==> src/rtl/misc_alias_reg.sv <==
module misc_alias_reg #(
  parameter bit MAP_SEL = 1'b0,
  parameter int ADDR_W  = 20,
  parameter int DATA_W  = 64,
  parameter int KEEP_W  = 16
) (
  input  logic              clk,
  input  logic              rst_n,
  input  logic [ADDR_W-1:0] word_addr,
  input  logic              wr_en,
  input  logic [DATA_W-1:0] wr_data,
  input  logic              rd_en,
  output logic [DATA_W-1:0] rd_data,
  output logic              irq_out,
  output logic              unimp_pulse
);
  localparam logic [ADDR_W-1:0] BASE_OFS = ADDR_W'(MAP_SEL ? 32'h6080 : 32'h4020);
  localparam logic [ADDR_W-1:0] LOW_OFS  = BASE_OFS + ADDR_W'(1);
  localparam logic [ADDR_W-1:0] OR_OFS   = BASE_OFS + ADDR_W'(2);
  localparam logic [DATA_W-1:0] KEEP_MSK = {{KEEP_W{1'b1}}, {(DATA_W-KEEP_W){1'b0}}};

  logic [DATA_W-1:0] misc_q, misc_nx;
  logic hit_dir, hit_low, hit_or, mapped;

  assign hit_dir = word_addr == BASE_OFS;
  assign hit_low = word_addr == LOW_OFS;
  assign hit_or  = word_addr == OR_OFS;
  assign mapped  = hit_dir | hit_low | hit_or;

  always_comb begin
    misc_nx = misc_q;
    if (wr_en) begin
      if (hit_dir)      misc_nx = wr_data;
      else if (hit_low) misc_nx = MAP_SEL ? '0 : (misc_q & wr_data);
      else if (hit_or)  misc_nx = misc_q | wr_data;
    end
  end

  always_ff @(posedge clk) begin
    if (!rst_n) begin
      misc_q      <= '0;
      rd_data     <= '0;
      unimp_pulse <= 1'b0;
    end else begin
      misc_q      <= misc_nx & KEEP_MSK;
      rd_data     <= (rd_en && hit_dir) ? misc_q : '0;
      unimp_pulse <= (wr_en || rd_en) && !mapped;
    end
  end

  assign irq_out = misc_q[DATA_W-1];


  direct_wr_chk: assert property (@(posedge clk) disable iff (!rst_n)
    (wr_en && hit_dir) |=> (misc_q == ($past(wr_data) & KEEP_MSK)) && (irq_out == $past(wr_data[DATA_W-1])));


  or_alias_chk: assert property (@(posedge clk) disable iff (!rst_n)
    (wr_en && hit_or) |=> misc_q == (($past(misc_q) | $past(wr_data)) & KEEP_MSK));

  generate
    if (MAP_SEL) begin : g_clear

      clear_alias_chk: assert property (@(posedge clk) disable iff (!rst_n)
        (wr_en && hit_low) |=> (misc_q == '0) && !irq_out);
    end else begin : g_and

      and_alias_chk: assert property (@(posedge clk) disable iff (!rst_n)
        (wr_en && hit_low) |=> misc_q == (($past(misc_q) & $past(wr_data)) & KEEP_MSK));
    end
  endgenerate


  unmapped_wr_chk: assert property (@(posedge clk) disable iff (!rst_n)
    (wr_en && !mapped) |=> $stable(misc_q) && $stable(irq_out));


  rd_zero_chk: assert property (@(posedge clk) disable iff (!rst_n)
    !(rd_en && hit_dir) |=> rd_data == '0);


  low_bits_chk: assert property (@(posedge clk) disable iff (!rst_n)
    rd_data[DATA_W-KEEP_W-1:0] == '0);


  unimp_chk: assert property (@(posedge clk) disable iff (!rst_n)
    1'b1 |=> unimp_pulse == $past((wr_en || rd_en) && !mapped));
endmodule

==> config.mk <==
export PLATFORM = sky130hd
export DESIGN_NAME = misc_alias_reg
export DESIGN_NICKNAME = d
export VERILOG_FILES = /design/src/rtl/misc_alias_reg.sv
export SDC_FILE = /design/constraint.sdc
export NUM_CORES = 1
export LEC_CHECK = 0
export ABC_AREA = 1
export BUFFER_PORTS_ARGS = -buffer_cell sky130_fd_sc_hd__buf_2
export CORE_MARGIN = 2
export CORE_UTILIZATION = 25
export DETAILED_ROUTE_END_ITERATION = 8
export PLACE_DENSITY = 0.63
export SYNTH_ARGS = -nofsm -noshare
export SYNTH_HDL_FRONTEND = slang
export SYNTH_SLANG_ARGS = --single-unit
export TNS_END_PERCENT = 10
==> constraint.sdc <==
create_clock -name clk -period 2.3 [get_ports clk]
set_input_delay 0.575 -clock clk [delete_from_list [all_inputs] [get_ports clk]]
set_output_delay 0.575 -clock clk [all_outputs]
set_load 0.05 [all_outputs]
==> metrics.md, run 1 <==
| Metric | Value |
|---|---|
| Status | complete, no violations |
| CTS Hold Bufs | 0 |
| FF+latch count, synth | 33 |
| Final ANT Viol Nets | 0 |
| Via density | 3.614 |
| CTS H-Tree Depth | 2 |
| Die W | 85.71 µm |
| Die area | around 0.0073 mm² |
| Overall routed net length | between 3000 and 4000 µm |
| Distinct cells, synth | 17 |
| Simple-Gate Fraction of Synth Area | between 20% and 30% |
| Clock buffer depth | 2 |
| Post-synthesis mux area share | 0% |
| Synth top area cells | dfxtp_1 40%, buf_4 22%, nand2_1 10% |
| RSZ-0062 raised after global routing | false |
| Via Count | between 1000 and 1500 |
| Synthesized area per cell | around 7.4 µm² |
| PortBufs | 57 |
| DR DRC count | 0 |
| Synth Instances | between 200 and 250 |
| Leakage power | ~1.1 nW |
| Core Rows | 29 |
| Post-synth top flop | dfxtp_1 |
| DRT iter0 DRCs | between 40 and 50 |
| Post_cts resized | 0 |
| Met2 routed WL | ~1500 µm |
| Skew final | approximately 0.0038 ns |
| Register area share after synthesis | around two fifths |
| Metal3 WL | around 290 µm |
| Top post-synthesis cells by count | 48 x buf_4, 46 x nand2_1, 37 x nor2_1, 33 x dfxtp_1, 31 x inv_1 |
| Ports | about 150 |
| Initial antenna violation count | 0 |
| CTS root buffer | clkbuf_8 |
| Startpoint types | input pin |
| Highest routed layer | met4 |
| Core area | roughly 0.0064 mm² |
| Power Density | 700.5 mW/mm² |
| YS warnings | 0 |
| Adder-Cell Fraction of Synth Area | 0% |
| Count leader, synth | buf_4 |
| DRT Pass-1 Iters | 4 |
| CP endpoint kind | register |
| Min Tclk post-route | between 1.5 and 2 ns |
| Final setup fails | 0 |
| Largest family of logic cells by synthesized area | buffers and inverters |
| Final hold viol count | 0 |
| Worst-path clk slew | around 0.07 ns |
| Worst Path Max Fanout | 16 |
| Setup_tns | 0 ns |
| Kind of critical path | input pin to register |
| M1 WL | 1382 µm |
| Post-Synth XOR/XNOR Area | 0% |
| Global Route Usage Sum | 8.965% |
| Area leader, netlist | dfxtp_1 |
| Slew Limit Fails | 0 |
| Die Height | 85.71 µm |
| IR drop worst, VDD | between 0.3 and 0.4 mV |
| Post-DR wirelength/cell | about 8.8 µm |
| Synth-to-Final Area Change | 17.39% |
| Crit-path max cell delay | ~0.28 ns |
| Fmax | about 640 MHz |
| Post-synthesis async set-or-reset flop share | 0% |
| Diodes inserted | 0 |
| Final #Nets | roughly 370 |
| Crit path cell chain | buf_2, inv_1, nand2_1, nor2_1, nand2_1, nor2_8, nand4_4, a21oi_1, nor2_1 |
| Postcts setup bufs | 0 |
| Max capacitance violation total | 0 |
| Number of global-route vias before repair | 1126 |
| Initial Utilization | 26.14% |
| Worst Path Arrival | between 1.5 and 2 ns |
| Post-detail-place hpwl | between 2000 and 2500 µm |
| Placed insts | 355 |
| Final period utilization | around two thirds |
| Grt total ovfl | 0 |
| CTS tree | yes |
| Clock latency on the worst-skew pair | approximately 0.28 ns |
| Critical Path RT | ~2.5 ns |
| Gpl congestion | approximately 0.69 |
| Global-route wire length before repair | between 5000 and 6000 µm |
| Worst hold path type | register to register |
| Largest net degree at the start of global routing | 18 |
| TritonCTS Buffers | 5 |
| Clk sinks | 33 |
| Synth top area share | between 30 and 40% |
| Post-synth EDFFs | 0 |
| Synth Area in Compound Gates | between 5 and 6% |
| Share of cells above drive strength 1 | ~25% |
| Non-filler instance count after layout | between 300 and 400 |
| Slowest CP cell | nand4_4 |
| Syn Std Cell Area | between 0.0015 and 0.002 mm² |
[flip-flops by register name, summed over array words and instances, names as in the netlist]
register and cells:
misc_q 16, rd_data 16, unimp_pulse 1
[routing by layer]
| layer | vias to the layer above | GRT usage [%] |
|---|---|---|
| met1 | 560 | 10.63 |
| met2 | 56 | 14.77 |
| met3 | 4 | 3.561 |
| li1 | 692 | - |
| met5 | - | 0 |
| met4 | 0 | 3.030 |
[kinds of logic after synthesis]
kind of cell | Yosys count
AO/OA/AOI/OAI | 17
AND/OR/NAND/NOR | 90
other | 1
flip-flops | 33
buffers and inverters | 85
[cell usage in the layout (no fill, tap or decap)]
cell type	synthesis	layout
nor3_2	1	1
buf_4	48	1
clkbuf_1	0	1
nand2_2	1	1
a21oi_1	16	16
conb_1	1	48
nand3_2	1	1
nor3_1	1	1
o211ai_1	1	1
nor2_1	37	37
buf_2	4	57
nor2_8	1	1
inv_2	1	1
inv_1	31	31
dfxtp_1	33	33
nand2_1	46	46
clkbuf_8	0	6
nand4_4	2	2
bufinv_16	0	1
[worst max-delay path: cells and delay by family]
| family | cells | cell delay (ns) |
|---|---|---|
| AO/OA/AOI/OAI | 1 | 0.23 |
| AND/OR/NAND/NOR | 6 | 0.77 |
| buffers and inverters | 2 | 0.13 |
[power breakdown]
part | internal [W] | switching, W | total, W | leakage (nW)
logic | 0.0000347 | 0.000207 | 0.000241 | 0.772
registers | 0.000572 | 0.000000344 | 0.000573 | 0.266
clock network | 0.000353 | 0.000205 | 0.000558 | 0.0585
total | 0.000960 | 0.000412 | 0.00137 | 1.10
[per-stage QoR]
stage	utilization, %	instance area, µm²	setup WS (ns)	hold slack (ns)	power [W]
after floorplan	-	1846	0.7107	0.4305	0.0008494
after global placement	28.86	1843	0.4534	0.4376	0.0008251
after detailed placement	28.86	1843	0.4233	0.4418	0.0008261
after CTS	30.68	1959	0.7255	0.4513	0.001397
after global routing	30.68	1959	0.5878	0.4722	0.001446
final	30.68	1959	0.7486	0.4509	0.001373
[cell type report]
cell class	instances	area, µm²
Clock buffer	7	86.33
Clock inverter	1	30.03
Fill cell	720	4427
Inverter	32	120.1
Multi-Input combinational cell	155	673.1
Sequential cell	33	660.6
Tap cell	77	96.34
Timing Repair Buffer	58	292.8
[path summary, 6_finish.rpt]
path                                 from                 endpoint  slack, ns  cells past startpoint
setup / recovery            word_addr[10]  misc_q[52]$_SDFFE_PN0P_       0.75                      9
hold / removal    misc_q[50]$_SDFFE_PN0P_   rd_data[50]$_SDFF_PN0_       0.45                      2
setup reg to reg  misc_q[60]$_SDFFE_PN0P_  misc_q[60]$_SDFFE_PN0P_       1.63                      4
hold reg to reg   misc_q[50]$_SDFFE_PN0P_   rd_data[50]$_SDFF_PN0_       0.45                      2
Note: power is estimated with default switching activity, not from simulation.
==> run 2, diff against run 1 <==
- clock period: 2.3 -> 1.5 ns (I/O delays scaled with it)
==> run 2 against run 1 <==
Global-route usage is 0.54 points higher. Worst hold slack worse by 0.15 ns. Utilization increased by 1.2 points. Via count increased by 2.8%. Final cell count is 1.9% higher. Critical endpoint is now irq_out. Count of clock-buffer cells in the layout stayed put. Sequential share of layout area decreased by 1.3 points. Clock skew rose by 0.0019 ns. Wire length increased by 2.7%.
==> metrics.md, run 2 (same netlist as run 1, synthesis figures left out) <==
| Metric | Value |
|---|---|
| Final core occ | 31.90% |
| Overall routed net length | between 3000 and 4000 µm |
| Grt total ovfl | 0 |
| Clock latency on the worst-skew pair | roughly 0.28 ns |
| IR drop worst, VDD | ~0.38 mV |
| Number of global-route vias before repair | between 1000 and 1500 |
| Combinational fraction of design power | 17.7% |
| Post-Layout Inst Area | 0.002037 mm² |
| Largest delay share family, worst path | flip-flops |
| Post-DR wirelength/cell | roughly 8.9 µm |
| Final hold viol count | 0 |
| Worst hold path type | input pin to register |
| Most frequent cells in the layout | 57 x buf_2, 48 x conb_1, 46 x nand2_1 |
| Global Route Usage Sum | a little under a tenth |
| CTS H-Tree Depth | 2 |
| WP buf/inv | 1 |
| Non-filler instance count after layout | 370 |
| Global-route wire length before repair | 5478 µm |
| Commonest non-fill, non-tap cell in the layout | buf_2 |
| Clk sinks | 33 |
| Core area | around 0.0064 mm² |
| DR DRC count | 0 |
| Sequential share of power | roughly two fifths |
| Critical Path RT | 1.12 ns |
| Slew Limit Fails | 0 |
| Post-detail-place hpwl | approximately 2500 µm |
| Launch point of the worst path | misc_q[63]$_SDFFE_PN0P_ |
| Crit path cell chain | buf_2 |
| Diodes inserted | 0 |
| Crit-path max cell delay | 0.35 ns |
| Postcts setup bufs | 0 |
| CP endpoint kind | output port |
| Die Height | between 80 and 90 µm |
| Critical R2R Launch | misc_q[63]$_SDFFE_PN0P_ |
| DRT iter0 DRCs | 12 |
| Initial Utilization | approximately a quarter |
| PortBufs | 57 |
| CTS tree | yes |
| Gpl congestion | around 0.71 |
| Clock buffer depth | 2 |
| Worst-path clk slew | around 0.070 ns |
| Max capacitance violation total | 0 |
| Largest registers | misc_q (16), rd_data (16), unimp_pulse (1) |
| Core Rows | 29 |
| Min Tclk post-route | between 1 and 1.5 ns |
| Switch share | between 20 and 30% |
| Largest net degree at the start of global routing | 18 |
| Post_cts resized | 0 |
| Fmax | around 800 MHz |
| Final #Nets | 380 |
| CTS Hold Bufs | 0 |
| Worst r2r path cells | 4 |
| Kind of critical path | register to output port |
| Final setup fails | 0 |
| Leakage power | between 1 and 1.5 nW |
| Initial antenna violation count | 0 |
| Worst Path Arrival | approximately 0.90 ns |
| Ports | between 150 and 200 |
| Status | complete, no violations |
| Power Density | between 1000 and 1500 mW/mm² |
| Crit path capture | irq_out |
| RSZ-0062 raised after global routing | false |
| Skew final | ~0.0057 ns |
| CTS root buffer | clkbuf_8 |
| R2r setup slk | approximately 0.84 ns |
| TritonCTS Buffers | 5 |
| Pint | roughly 0.0015 W |
| Slowest CP cell | dfxtp_1 |
| Final worst slack | between 0.2 and 0.25 ns |
| Via density | about 3.6 |
| Startpoint types | register |
| Dpl ws | -0.05658 ns |
| Final period utilization | between 80% and 90% |
| Die W | 85.71 µm |
| Net Switching | around 0.00063 W |
| Crit Reg-Reg Endpoint | misc_q[63]$_SDFFE_PN0P_ |
| Clock power frac | 40.5% |
| Worst path depth | 1 |
| Area after DPL | between 0.0015 and 0.002 mm² |
| Synth-to-Final Area Change | 22.04% |
| Share of cells above drive strength 1 | 26.96% |
| Worst Path Max Fanout | 3 |
| Hold slack | 0.2973 ns |
| DRT Pass-1 Iters | 4 |
| Placed insts | approximately 360 |
| Die area | between 0.007 and 0.008 mm² |
| Final ANT Viol Nets | 0 |
| Via Count | 1349 |
==> run 2: layout make-up <==
type                            count  area (µm²)
Multi-Input combinational cell    155       673.1
Clock buffer                        7       86.33
Sequential cell                    33       660.6
Fill cell                         688        4349
Tap cell                           77       96.34
Timing Repair Buffer               65       370.4
Clock inverter                      1       30.03
Inverter                           32       120.1
==> run 2: power by group through the flow <==
stage / Clock, W / Sequential, W / Combinational (W)
final: 0.000852 / 0.000878 / 0.000372
after global placement: 0 / 0.000898 / 0.000369
after CTS: 0.000891 / 0.000878 / 0.000372
after floorplan: 0 / 0.000904 / 0.000398
after detailed placement: 0 / 0.000898 / 0.000371
after global routing: 0.000921 / 0.000877 / 0.000394
==> run 2: how the worst min path moves through the flow <==
stage                                  startpoint                      end  slack (ns)  cells after the start
after floorplan           misc_q[48]$_SDFFE_PN0P_   rd_data[48]$_SDFF_PN0_        0.43                      2
after global placement    misc_q[49]$_SDFFE_PN0P_   rd_data[49]$_SDFF_PN0_        0.44                      2
after detailed placement  misc_q[54]$_SDFFE_PN0P_   rd_data[54]$_SDFF_PN0_        0.44                      2
after CTS                             wr_data[52]  misc_q[52]$_SDFFE_PN0P_        0.29                      3
after global routing                  wr_data[52]  misc_q[52]$_SDFFE_PN0P_        0.29                      3
final                                 wr_data[52]  misc_q[52]$_SDFFE_PN0P_        0.30                      3
==> run 2: routing by layer <==
layer / global-route usage, % / share of wire (%)
met1: 10.32 / 41
met2: 16.41 / 47
met3: 3.465 / 9.3
met4: 4.473 / 1.7
met5: 0 / 0
==> run 2: per-stage QoR <==
stage                     TNS (ns)  power (W)
final                            0   0.002102
after global placement     -0.3220   0.001267
after global routing             0   0.002192
after detailed placement   -0.8352   0.001269
after CTS                        0   0.002140
after floorplan                  0   0.001302
==> run 2: tightest hold or removal path: stages <==
cell     delay [ns]
buf_2          0.07
a21oi_1        0.03
nor2_1         0.06
==> run 3, diff against run 2 <==
- clock period: 1.5 -> 1.3 ns (I/O delays scaled with it)
==> run 3 against run 2 <==
Final cell count is 0.27% higher. Sequential share of layout area is 0.40 points higher. Count of clock-buffer cells in the layout is 2 lower. Clock power is 12% lower. Sequential power is 15% higher. Worst setup slack worse by 0.15 ns. Register-to-register slack worse by 0.20 ns. Critical path type unchanged. Largest power group unchanged.
==> metrics.md, run 3 (same netlist as run 1, synthesis figures left out) <==
| Metric | Value |
|---|---|
| Fmax | between 800 and 900 MHz |
| Layer with the highest usage | met2 |
| Commonest non-fill, non-tap cell in the layout | buf_2 |
| Min Tclk post-route | between 1 and 1.5 ns |
| Dpl ws | -0.2188 ns |
| Overall routed net length | approximately 3400 µm |
| IR drop worst, VDD | around 0.5 mV |
| Sequential share of power | 46.0% |
| Final ANT Viol Nets | 0 |
| Combinational fraction of design power | between 10% and 20% |
| M2 GR Usage | roughly 17% |
| Final #Nets | between 300 and 400 |
| RSZ-0062 raised after global routing | true |
| CTS tree | yes |
| Startpoint types | register |
| CP endpoint kind | output port |
| Final core occ | a little under a third |
| Die W | between 80 and 90 µm |
| Worst path depth | 1 |
| Max capacitance violation total | 0 |
| GRT met1 Usage | 9.653% |
| Initial Utilization | 26.14% |
| Pint | between 0.001 and 0.0015 W |
| Worst Path Arrival | 0.90 ns |
| Global-route wire length before repair | 5409 µm |
| Global Route met3 Usage | under 10% |
| Number of global-route vias before repair | around 1300 |
| Crit path cell chain | buf_2 |
| DRT Pass-1 Iters | 4 |
| Clock latency on the worst-skew pair | 0.28 ns |
| Power, Total | 0.002201 W |
| Post-detail-place hpwl | between 2000 and 3000 µm |
| Crit-path max cell delay | 0.35 ns |
| Power Density | around 1100 mW/mm² |
| Core area | around 0.0064 mm² |
| DRT iter0 DRCs | around 80 |
| Critical Path RT | slightly below 1 ns |
| CTS H-Tree Depth | 2 |
| Status | complete, no violations |
| PortBufs | 57 |
| Post-DR wirelength/cell | just over 9 µm |
| DR DRC count | 0 |
| Clock power frac | about 34% |
| WP buf/inv | 1 |
| Final setup fails | 0 |
| Postcts setup bufs | 0 |
| Diodes inserted | 0 |
| Gpl congestion | slightly above 0.7 |
| Worst Path Max Fanout | 3 |
| CTS root buffer | clkbuf_8 |
| Non-filler instance count after layout | between 300 and 400 |
| Via Count | around 1400 |
| Die area | about 0.0073 mm² |
| Largest delay share family, worst path | flip-flops |
| Share of cells above drive strength 1 | ~28% |
| Leakage power | between 1 and 1.5 nW |
| Worst r2r path cells | 4 |
| Initial antenna violation count | 0 |
| Global Route Usage Sum | 9.394% |
| Placed insts | about 360 |
| Core Rows | 29 |
| Grt total ovfl | 0 |
| Switch share | 34.28% |
| Skew final | 0.006178 ns |
| Synth-to-Final Area Change | 20.54% |
| Final hold viol count | 0 |
| Largest registers | misc_q (16), rd_data (16), unimp_pulse (1) |
| Die Height | approximately 86 µm |
| Most frequent cells in the layout | 57 x buf_2, 48 x conb_1, 45 x nand2_1 |
| Setup_tns | 0 ns |
| Via density | 3.639 |
| Kind of critical path | register to output port |
| Final worst slack | between 0.07 and 0.08 ns |
| Clock buffer depth | 2 |
| Hold depth | 3 |
| Slew Limit Fails | 0 |
| Worst-path clk slew | roughly 0.070 ns |
| TritonCTS Buffers | 5 |
| Clk sinks | 33 |
| Ports | between 150 and 200 |
| Final period utilization | between 90% and 100% |
| Largest net degree at the start of global routing | 18 |
| Slowest CP cell | dfxtp_1 |
| Worst hold path type | input pin to register |
| Net Switching | approximately 0.00075 W |
run 3: stage by stage:
| step | instance area (µm²) | hold slack, ns |
|---|---|---|
| after global placement | 1896 | 0.4349 |
| after floorplan | 1852 | 0.4305 |
| final | 2012 | 0.2434 |
| after global routing | 2012 | 0.2532 |
| after detailed placement | 1896 | 0.4431 |
| after CTS | 1982 | 0.2355 |
run 3: what timing repair did:
| item | in CTS | in global routing |
|---|---|---|
| endpoints found under the setup margin | 0 | 16 |
| gates resized for setup | 0 | 4 |
| hold endpoints to repair | 0 | 0 |
| hold buffers | 0 | 0 |
run 3: final timing paths:
path	end	start	slack, ns
setup reg to reg	misc_q[63]$_SDFFE_PN0P_	misc_q[63]$_SDFFE_PN0P_	0.64
setup / recovery	irq_out	misc_q[63]$_SDFFE_PN0P_	0.08
hold / removal	misc_q[59]$_SDFFE_PN0P_	wr_data[59]	0.24
hold reg to reg	rd_data[58]$_SDFF_PN0_	misc_q[58]$_SDFFE_PN0P_	0.45
run 3: layer usage:
metal  wire length, µm  vias up
met5                 0        -
met4                65        0
met3               267        5
met2              1705       54
met1              1377      583
li1                  -      708
run 3: final cells by class:
type / count / area (µm²)
Sequential cell: 33 / 660.6
Timing Repair Buffer: 65 / 349.1
Multi-Input combinational cell: 156 / 699.4
Fill cell: 675 / 4374
Clock buffer: 5 / 68.82
Tap cell: 77 / 96.34
Inverter: 32 / 120.1
Clock inverter: 3 / 17.52
run 3: worst register-to-register path, delay by kind of cell, from the launching register on:
| family | cells | cell delay [ns] |
|---|---|---|
| flip-flops | 1 | 0.35 |
| buffers and inverters | 1 | 0.06 |
| AND/OR/NAND/NOR | 3 | 0.20 |
run 3: power by group through the flow:
stage / Sequential, W / Combinational [W] / Clock [W]
4_1_cts: 0.00101 / 0.000432 / 0.000782
3_5_place_dp: 0.00104 / 0.000431 / 0
2_1_floorplan: 0.00104 / 0.000459 / 0
5_1_grt: 0.00101 / 0.000464 / 0.000836
3_3_place_gp: 0.00104 / 0.000429 / 0
6_report: 0.00101 / 0.000437 / 0.000752
